### src/rtl/trc_pkg.sv
package trc_pkg;

   typedef enum logic [2:0] {
      ST_FILL,
      ST_DEC,
      ST_EMIT,
      ST_PASS,
      ST_DISC
   } trc_state_e;

   localparam int unsigned CTL_EN_BIT   = 0;
   localparam int unsigned CTL_DROP_BIT = 1;
   localparam int unsigned CTL_PORT_LSB = 8;
   localparam int unsigned CTL_ENT_LSB  = 16;

endpackage

### src/rtl/trc_cfg_regs.sv
module trc_cfg_regs import trc_pkg::*; #(
   parameter int unsigned DW        = 32,
   parameter int unsigned WIN_BEATS = 5,
   parameter int unsigned N_ENT     = 4,
   parameter int unsigned PORT_W    = 4,
   parameter int unsigned WORD_AW   = 3,
   parameter int unsigned ADDR_W    = 7,
   localparam int unsigned N_WORDS  = N_ENT * WIN_BEATS,
   localparam int unsigned CTRL_A   = N_ENT << (WORD_AW + 1)
)(
   input  logic                          clk,
   input  logic                          rst_n,
   input  logic                          we_i,
   input  logic [ADDR_W-1:0]             addr_i,
   input  logic [DW-1:0]                 wdata_i,
   output logic [N_WORDS*DW-1:0]         pat_o,
   output logic [N_WORDS*DW-1:0]         msk_o,
   output logic                          trace_en_o,
   output logic                          drop_mode_o,
   output logic [PORT_W-1:0]             tport_o,
   output logic [N_ENT-1:0]              ent_en_o
);

   function automatic logic [ADDR_W-1:0] word_addr(int unsigned e, int unsigned sel, int unsigned w);
      return ADDR_W'((e << (WORD_AW + 1)) | (sel << WORD_AW) | w);
   endfunction

   logic [DW-1:0] pat_q [N_WORDS];
   logic [DW-1:0] msk_q [N_WORDS];

   always_ff @(posedge clk or negedge rst_n) begin
      if (!rst_n) begin
         for (int i = 0; i < int'(N_WORDS); i++) begin
            pat_q[i] <= '0;
            msk_q[i] <= '0;
         end
         trace_en_o  <= 1'b0;
         drop_mode_o <= 1'b0;
         tport_o     <= '0;
         ent_en_o    <= '0;
      end else if (we_i) begin
         for (int e = 0; e < int'(N_ENT); e++) begin
            for (int w = 0; w < int'(WIN_BEATS); w++) begin
               if (addr_i == word_addr(e, 0, w)) pat_q[e*WIN_BEATS + w] <= wdata_i;
               if (addr_i == word_addr(e, 1, w)) msk_q[e*WIN_BEATS + w] <= wdata_i;
            end
         end
         if (addr_i == ADDR_W'(CTRL_A)) begin
            trace_en_o  <= wdata_i[CTL_EN_BIT];
            drop_mode_o <= wdata_i[CTL_DROP_BIT];
            tport_o     <= wdata_i[CTL_PORT_LSB +: PORT_W];
            ent_en_o    <= wdata_i[CTL_ENT_LSB +: N_ENT];
         end
      end
   end

   for (genvar i = 0; i < N_WORDS; i++) begin : g_flat
      assign pat_o[i*DW +: DW] = pat_q[i];
      assign msk_o[i*DW +: DW] = msk_q[i];
   end

endmodule

### src/rtl/trc_entry_cmp.sv
module trc_entry_cmp #(
   parameter int unsigned DW        = 32,
   parameter int unsigned WIN_BEATS = 5,
   localparam int unsigned WB       = DW * WIN_BEATS
)(
   input  logic [WB-1:0] win_i,
   input  logic [WB-1:0] pat_i,
   input  logic [WB-1:0] msk_i,
   input  logic          en_i,
   output logic          hit_o
);

   logic [WB-1:0] diff;

   assign diff  = (win_i ^ pat_i) & msk_i;
   assign hit_o = en_i && (diff == '0);

endmodule

### src/rtl/trc_hold_buf.sv
module trc_hold_buf #(
   parameter int unsigned DW    = 32,
   parameter int unsigned DEPTH = 5,
   parameter int unsigned IDX_W = 3
)(
   input  logic                  clk,
   input  logic                  rst_n,
   input  logic                  wr_en_i,
   input  logic [IDX_W-1:0]      wr_idx_i,
   input  logic [DW-1:0]         wr_data_i,
   input  logic                  wr_sop_i,
   input  logic                  wr_eop_i,
   input  logic [IDX_W-1:0]      rd_idx_i,
   output logic [DW-1:0]         rd_data_o,
   output logic                  rd_sop_o,
   output logic                  rd_eop_o,
   output logic [DEPTH*DW-1:0]   win_o
);

   logic [DW-1:0]    dat_q [DEPTH];
   logic [DEPTH-1:0] sop_q;
   logic [DEPTH-1:0] eop_q;

   // Starting a packet clears every slot so that unfilled window words read zero.
   always_ff @(posedge clk or negedge rst_n) begin
      if (!rst_n) begin
         for (int i = 0; i < int'(DEPTH); i++) dat_q[i] <= '0;
         sop_q <= '0;
         eop_q <= '0;
      end else if (wr_en_i) begin
         for (int i = 0; i < int'(DEPTH); i++) begin
            if (wr_idx_i == IDX_W'(i)) begin
               dat_q[i] <= wr_data_i;
               sop_q[i] <= wr_sop_i;
               eop_q[i] <= wr_eop_i;
            end else if (wr_idx_i == '0) begin
               dat_q[i] <= '0;
               sop_q[i] <= 1'b0;
               eop_q[i] <= 1'b0;
            end
         end
      end
   end

   always_comb begin
      rd_data_o = '0;
      rd_sop_o  = 1'b0;
      rd_eop_o  = 1'b0;
      for (int i = 0; i < int'(DEPTH); i++) begin
         if (rd_idx_i == IDX_W'(i)) begin
            rd_data_o = dat_q[i];
            rd_sop_o  = sop_q[i];
            rd_eop_o  = eop_q[i];
         end
      end
   end

   for (genvar i = 0; i < DEPTH; i++) begin : g_win
      assign win_o[i*DW +: DW] = dat_q[i];
   end

endmodule

### src/rtl/trc_ingress_filter.sv
module trc_ingress_filter import trc_pkg::*; #(
   parameter int unsigned DW       = 32,
   parameter int unsigned WIN_BITS = 160,
   parameter int unsigned N_ENT    = 4,
   parameter int unsigned PORT_W   = 4,
   localparam int unsigned WIN_BEATS = WIN_BITS / DW,
   localparam int unsigned WORD_AW   = (WIN_BEATS > 1) ? $clog2(WIN_BEATS) : 1,
   localparam int unsigned CTRL_A    = N_ENT << (WORD_AW + 1),
   localparam int unsigned ADDR_W    = $clog2(CTRL_A + 1)
)(
   input  logic              clk,
   input  logic              rst_n,
   input  logic              cfg_we,
   input  logic [ADDR_W-1:0] cfg_addr,
   input  logic [DW-1:0]     cfg_wdata,
   input  logic              in_valid,
   output logic              in_ready,
   input  logic [DW-1:0]     in_data,
   input  logic              in_sop,
   input  logic              in_eop,
   output logic              out_valid,
   input  logic              out_ready,
   output logic [DW-1:0]     out_data,
   output logic              out_sop,
   output logic              out_eop,
   output logic              out_copy,
   output logic [PORT_W-1:0] out_tport
);

   localparam int unsigned WB    = WIN_BEATS * DW;
   localparam int unsigned CNT_W = $clog2(WIN_BEATS + 1);

   if (WIN_BITS % DW != 0) begin : g_chk_win
      $error("window width must be a whole number of beats");
   end
   if (N_ENT < 1 || N_ENT > 8) begin : g_chk_ent
      $error("entry count out of range");
   end
   if (DW < CTL_ENT_LSB + N_ENT || PORT_W > CTL_ENT_LSB - CTL_PORT_LSB) begin : g_chk_ctl
      $error("control fields do not fit the data width");
   end

   trc_state_e st;
   logic [CNT_W-1:0] wcnt, rcnt;
   logic             eop_held;
   logic             dec_copy;
   logic [PORT_W-1:0] tport_q;
   logic             dec_stb;

   logic [N_ENT*WB-1:0] pat_flat, msk_flat;
   logic                trace_en, drop_mode;
   logic [PORT_W-1:0]   cfg_tport;
   logic [N_ENT-1:0]    ent_en, hit;
   logic [WB-1:0]       win;
   logic [DW-1:0]       rd_data;
   logic                rd_sop, rd_eop;
   logic                buf_wr, do_match, do_drop, pkt_done;

   trc_cfg_regs #(
      .DW(DW), .WIN_BEATS(WIN_BEATS), .N_ENT(N_ENT), .PORT_W(PORT_W),
      .WORD_AW(WORD_AW), .ADDR_W(ADDR_W)
   ) cfg_i (
      .clk(clk), .rst_n(rst_n), .we_i(cfg_we), .addr_i(cfg_addr), .wdata_i(cfg_wdata),
      .pat_o(pat_flat), .msk_o(msk_flat), .trace_en_o(trace_en), .drop_mode_o(drop_mode),
      .tport_o(cfg_tport), .ent_en_o(ent_en)
   );

   assign buf_wr = (st == ST_FILL) && in_valid;

   trc_hold_buf #(.DW(DW), .DEPTH(WIN_BEATS), .IDX_W(CNT_W)) buf_i (
      .clk(clk), .rst_n(rst_n), .wr_en_i(buf_wr), .wr_idx_i(wcnt), .wr_data_i(in_data),
      .wr_sop_i(in_sop), .wr_eop_i(in_eop), .rd_idx_i(rcnt), .rd_data_o(rd_data),
      .rd_sop_o(rd_sop), .rd_eop_o(rd_eop), .win_o(win)
   );

   for (genvar e = 0; e < N_ENT; e++) begin : g_ent
      trc_entry_cmp #(.DW(DW), .WIN_BEATS(WIN_BEATS)) cmp_i (
         .win_i(win), .pat_i(pat_flat[e*WB +: WB]), .msk_i(msk_flat[e*WB +: WB]),
         .en_i(ent_en[e]), .hit_o(hit[e])
      );
   end

   assign do_match = trace_en && (|hit);
   assign do_drop  = do_match && drop_mode;
   assign dec_stb  = (st == ST_DEC);

   always_comb begin
      pkt_done = 1'b0;
      case (st)
         ST_EMIT: pkt_done = out_ready && (rcnt == wcnt - CNT_W'(1)) && eop_held;
         ST_PASS: pkt_done = in_valid && out_ready && in_eop;
         ST_DISC: pkt_done = eop_held || (in_valid && in_eop);
         default: pkt_done = 1'b0;
      endcase
   end

   always_ff @(posedge clk or negedge rst_n) begin
      if (!rst_n) begin
         st       <= ST_FILL;
         wcnt     <= '0;
         rcnt     <= '0;
         eop_held <= 1'b0;
         dec_copy <= 1'b0;
         tport_q  <= '0;
      end else begin
         case (st)
            ST_FILL: if (in_valid) begin
               wcnt <= wcnt + CNT_W'(1);
               if (in_eop) eop_held <= 1'b1;
               if (in_eop || wcnt == CNT_W'(WIN_BEATS - 1)) st <= ST_DEC;
            end
            ST_DEC: begin
               dec_copy <= do_match && !drop_mode;
               tport_q  <= cfg_tport;
               st       <= do_drop ? ST_DISC : ST_EMIT;
            end
            ST_EMIT: if (out_ready) begin
               rcnt <= rcnt + CNT_W'(1);
               if (rcnt == wcnt - CNT_W'(1)) st <= ST_PASS;
            end
            default: ;
         endcase
         if (pkt_done) begin
            st       <= ST_FILL;
            wcnt     <= '0;
            rcnt     <= '0;
            eop_held <= 1'b0;
            dec_copy <= 1'b0;
         end
      end
   end

   assign in_ready  = (st == ST_FILL) || ((st == ST_PASS) && out_ready) ||
                      ((st == ST_DISC) && !eop_held);
   assign out_valid = (st == ST_EMIT) || ((st == ST_PASS) && in_valid);
   assign out_data  = (st == ST_EMIT) ? rd_data : in_data;
   assign out_sop   = (st == ST_EMIT) ? rd_sop  : in_sop;
   assign out_eop   = (st == ST_EMIT) ? rd_eop  : in_eop;
   assign out_copy  = (st == ST_EMIT) && rd_sop && dec_copy;
   assign out_tport = out_copy ? tport_q : '0;

endmodule

### config.mk
export PLATFORM = sky130hd
export DESIGN_NAME = trc_ingress_filter
export DESIGN_NICKNAME = d
export VERILOG_FILES = /design/src/rtl/trc_pkg.sv /design/src/rtl/trc_cfg_regs.sv /design/src/rtl/trc_entry_cmp.sv /design/src/rtl/trc_hold_buf.sv /design/src/rtl/trc_ingress_filter.sv
export SDC_FILE = /design/constraint.sdc
export NUM_CORES = 2
export LEC_CHECK = 0
export ABC_CLOCK_PERIOD_IN_PS = 3000
export BUFFER_PORTS_ARGS = -buffer_cell sky130_fd_sc_hd__buf_4
export CAP_MARGIN = 15
export CORE_UTILIZATION = 43
export CTS_BUF_LIST = sky130_fd_sc_hd__clkbuf_8
export CTS_CLUSTER_DIAMETER = 40
export DETAILED_ROUTE_END_ITERATION = 8
export GPL_TIMING_DRIVEN = 1
export PLACE_DENSITY_LB_ADDON = 0.3
export SLEW_MARGIN = 30
export SYNTH_ARGS = -nofsm -noshare
export SYNTH_HDL_FRONTEND = slang
export SYNTH_HIERARCHICAL = 1
export SYNTH_SLANG_ARGS = --single-unit
### constraint.sdc
create_clock -name clk -period 3 [get_ports clk]
set_input_delay 0.15 -clock clk [delete_from_list [all_inputs] [get_ports clk]]
set_output_delay 0.15 -clock clk [all_outputs]
set_load 0.05 [all_outputs]
==> run metrics <==
outcome finished with violations; violated checks setup timing; nets 5573; clk_skew 0.0462 ns; DP HPWL 150000 um; DRC Markers 0; CP Class reg -> reg; asr flop ratio synth 100%; slowest stage cell, crit path a221oi_1; CTS root buf clkbuf_8; H-tree lvl count 4; post-synthesis sequential area ratio 55.5%; number of global-route vias before repair 46400; max-slew violation count 0; initial core utilization 43.6%; GP Congestion 0.874; Sequential Power Share 39.6%; Max Cap Viol 0; final worst path period share 113%; Yosys Warn Count 6; Cell Rows 143; Port Buffers 118; Peak Freq 0.296 GHz; Synth Flop Type dfrtp_1; Post-Place Setup Slack -0.885 ns; mux cell area share after synthesis 23.8%; FF-to-FF setup slack -0.38 ns; largest net degree at the start of global routing 124; Final setup viols 39; Synth Area in Simple Gates 3.77%; Worst-Skew Late Latency 0.98 ns; pwr/cell area 802 mW/mm^2; worst hold path startpoint in_data[20]; CTS max path bufs 3; IO Count 119; P_int 41.4 mW; Critical Path RT 3.85 ns; FF+latch count, synth 1475; CP Launch Type register; first-pass GRT wire length 348000 um; post-route ant nets 0; final wirelength 245000 um; worst path cell trace buf_4, xor2_1, a22o_1, a221oi_1, nand4_1, nor4_4, and4_1, o41ai_4, or2_4, a31oi_1, nor2_1; R2R Path End st[1]; RSZ-0062 raised after global routing yes; Critical Path Max Stage Delay 0.54 ns; switching power of the nets 23.3 mW; Critical Path End Type register; hold depth 3; global route overflow 0; post-synthesis compound-gate area fraction 6.03%; met3 wire len 20500 um; HP Class in -> reg; hold endpoint buf_i/win_o[20]; Layout area overhead 21.2%; Leak 42.2 nW; WL met2 111000 um; cells after synthesis 4898; cell depth of the worst flop-to-flop path 11; Synth Area in Adders 0.0753%; list of most frequent post-synthesis cells dfrtp_1 (1475), mux2_2 (1368), xor2_1 (642), nand2_1 (305), clkbuf_1 (172); clock slew at reported path FFs 0.07 ns; synthesized area 0.0665 mm^2; full die area 0.156 mm^2; number of flops mapped to enable cells by yosys 0; DR top layer met5; M1 wire length 102000 um; core area 0.153 mm^2; Die Y 395 um; total CTS buffers 241; most frequent cell after synthesis dfrtp_1; Tot Pwr 64.6 mW; Sw Share 36.0%; wire per inst 31.7 um; Logic pwr share 32.5%; GRT Resource Usage Total 31.2%; dominant cell type by area after synthesis dfrtp_1; worst-margin pin slew 0.977 ns; first-iteration detailed-routing DRC count 4358; syn_nets 4980; drt pass-1 iters 7; Worst EP arrival 4.23 ns; Netlist cell types 65; relative slew slack 34.9%; clock share of power 27.9%; final worst slack -0.381 ns; layout cells sized above 1 43.8%; Worst VDD drop 0.671 mV; DIE WIDTH 395 um; Vias 46000; share of the synthesized area in the top cell type 55.5%; initial antenna violation count 12; mean post-synth cell area 13.6 um^2; Hold Fails Final Rpt 0; Area contributors post-synth dfrtp_1 (56%), mux2_2 (23%), xor2_1 (8.5%); Post-Synth XOR/XNOR Area 8.55%; CP max FO 5; clock sinks 1475; worst r2r src buf_i/win_o[136]; largest family of logic cells by synthesized area multiplexers; Final Critical Period 3.38 ns; via/cell ratio 5.96; CTS tree yes
==> layout by cell type (no fill, tap or decap), drive strengths merged, types with 28 or more instances in the layout <==
master       Yosys  routed
dfrtp         1475    1475
mux2          1391    1391
xor2           642     642
buf            157     581
nand2          305     305
clkbuf         176     304
a22o           150     150
a221oi         132     132
o21ai          127     127
inv              6     102
dlygate4sd3      0      98
nor2            53      53
a22oi           48      48
nand4           38      38
clkinv           0      32
a31oi           28      28
==> layout make-up <==
cell class                      count  area, um^2
Inverter                            6        22.5
Fill cell                       12900       72000
Multi-Input combinational cell   3084       29100
Timing Repair Buffer              683        7020
Clock inverter                    135         808
Tap cell                         2030        2540
Clock buffer                      301        4140
Antenna cell                        6        15.0
Sequential cell                  1475       36900
==> state kept, by name (all words and copies together) (netlist names) <==
register,cells
buf_i/win_o,160
cfg_i/ent_en_o,4
wcnt,3
cfg_i/msk_o,640
buf_i/eop_q,5
tport_q,4
rcnt,3
st,3
cfg_i/pat_o,640
buf_i/sop_q,5
dec_copy,1
eop_held,1
cfg_i/tport_o,4
cfg_i/trace_en_o,1
cfg_i/drop_mode_o,1
==> power groups by stage <==
stage | Combinational, mW | Sequential (mW) | Clock (mW)
3_3_place_gp | 17.0 | 25.7 | 0
3_5_place_dp | 17.2 | 25.8 | 0
2_1_floorplan | 9.07 | 24.7 | 0
6_report | 21.0 | 25.6 | 18.1
4_1_cts | 20.1 | 25.5 | 18.2
5_1_grt | 21.7 | 25.8 | 19.1
==> per-stage QoR <==
stage	setup TNS (ns)	cells	utilization (%)	instance area (um^2)	hold WS (ns)
2_1_floorplan	0	4898	-	66500	-0.146
3_3_place_gp	-2.35	7125	47.5	72500	0.146
3_5_place_dp	-2.26	7127	47.6	72600	0.144
4_1_cts	-4.40	7702	52.6	80200	0.00612
5_1_grt	-6.94	7715	52.8	80600	0.0423
6_report	-5.46	7720	52.8	80600	0.0615
==> logic make-up after synthesis <==
| group | after synthesis |
|---|---|
| fa+ha+maj | 4 |
| flops | 1475 |
| simple gates | 506 |
| buf+inv | 339 |
| mux | 1403 |
| xor+xnor | 647 |
| compound gates | 524 |
==> worst max-delay path: cells and delay by family (launching register included) <==
kind | cells | cell delay [ns]
AND/OR/NAND/NOR | 5 | 1.40
AO/OA/AOI/OAI | 4 | 1.03
XOR/XNOR | 1 | 0.13
buffers and inverters | 1 | 0.18
flip-flops | 1 | 0.48
==> metal layers <==
metal	vias up	GRT usage [%]
met2	2270	48.4
met4	4	13.4
li1	18700	-
met5	-	0
met1	24500	42.5
met3	598	6.22
==> what timing repair did <==
| item | in CTS | in global routing |
|---|---|---|
| resized for setup | 276 | 49 |
| pin swaps | 38 | 24 |
| endpoints found under the hold margin | 2944 | 0 |
| setup endpoints to repair | 42 | 42 |
| hold buffers | 99 | 0 |
| gates cloned | 9 | 2 |
| buffers inserted | 31 | 11 |
==> how the worst max path moves through the flow <==
| stage | start | to | slack, ns | cells after the start |
|---|---|---|---|---|
| after floorplan | rcnt[0] | out_tport[0] | 0.47 | 7 |
| after global routing | buf_i/win_o[112] | st[1] | -0.30 | 12 |
| after global placement | buf_i/win_o[33] | st[1] | -0.94 | 12 |
| final | buf_i/win_o[136] | st[1] | -0.38 | 11 |
| after detailed placement | buf_i/win_o[33] | st[1] | -0.88 | 12 |
| after CTS | buf_i/win_o[112] | st[1] | -0.21 | 12 |
Note: power is estimated with default switching activity, not from simulation.
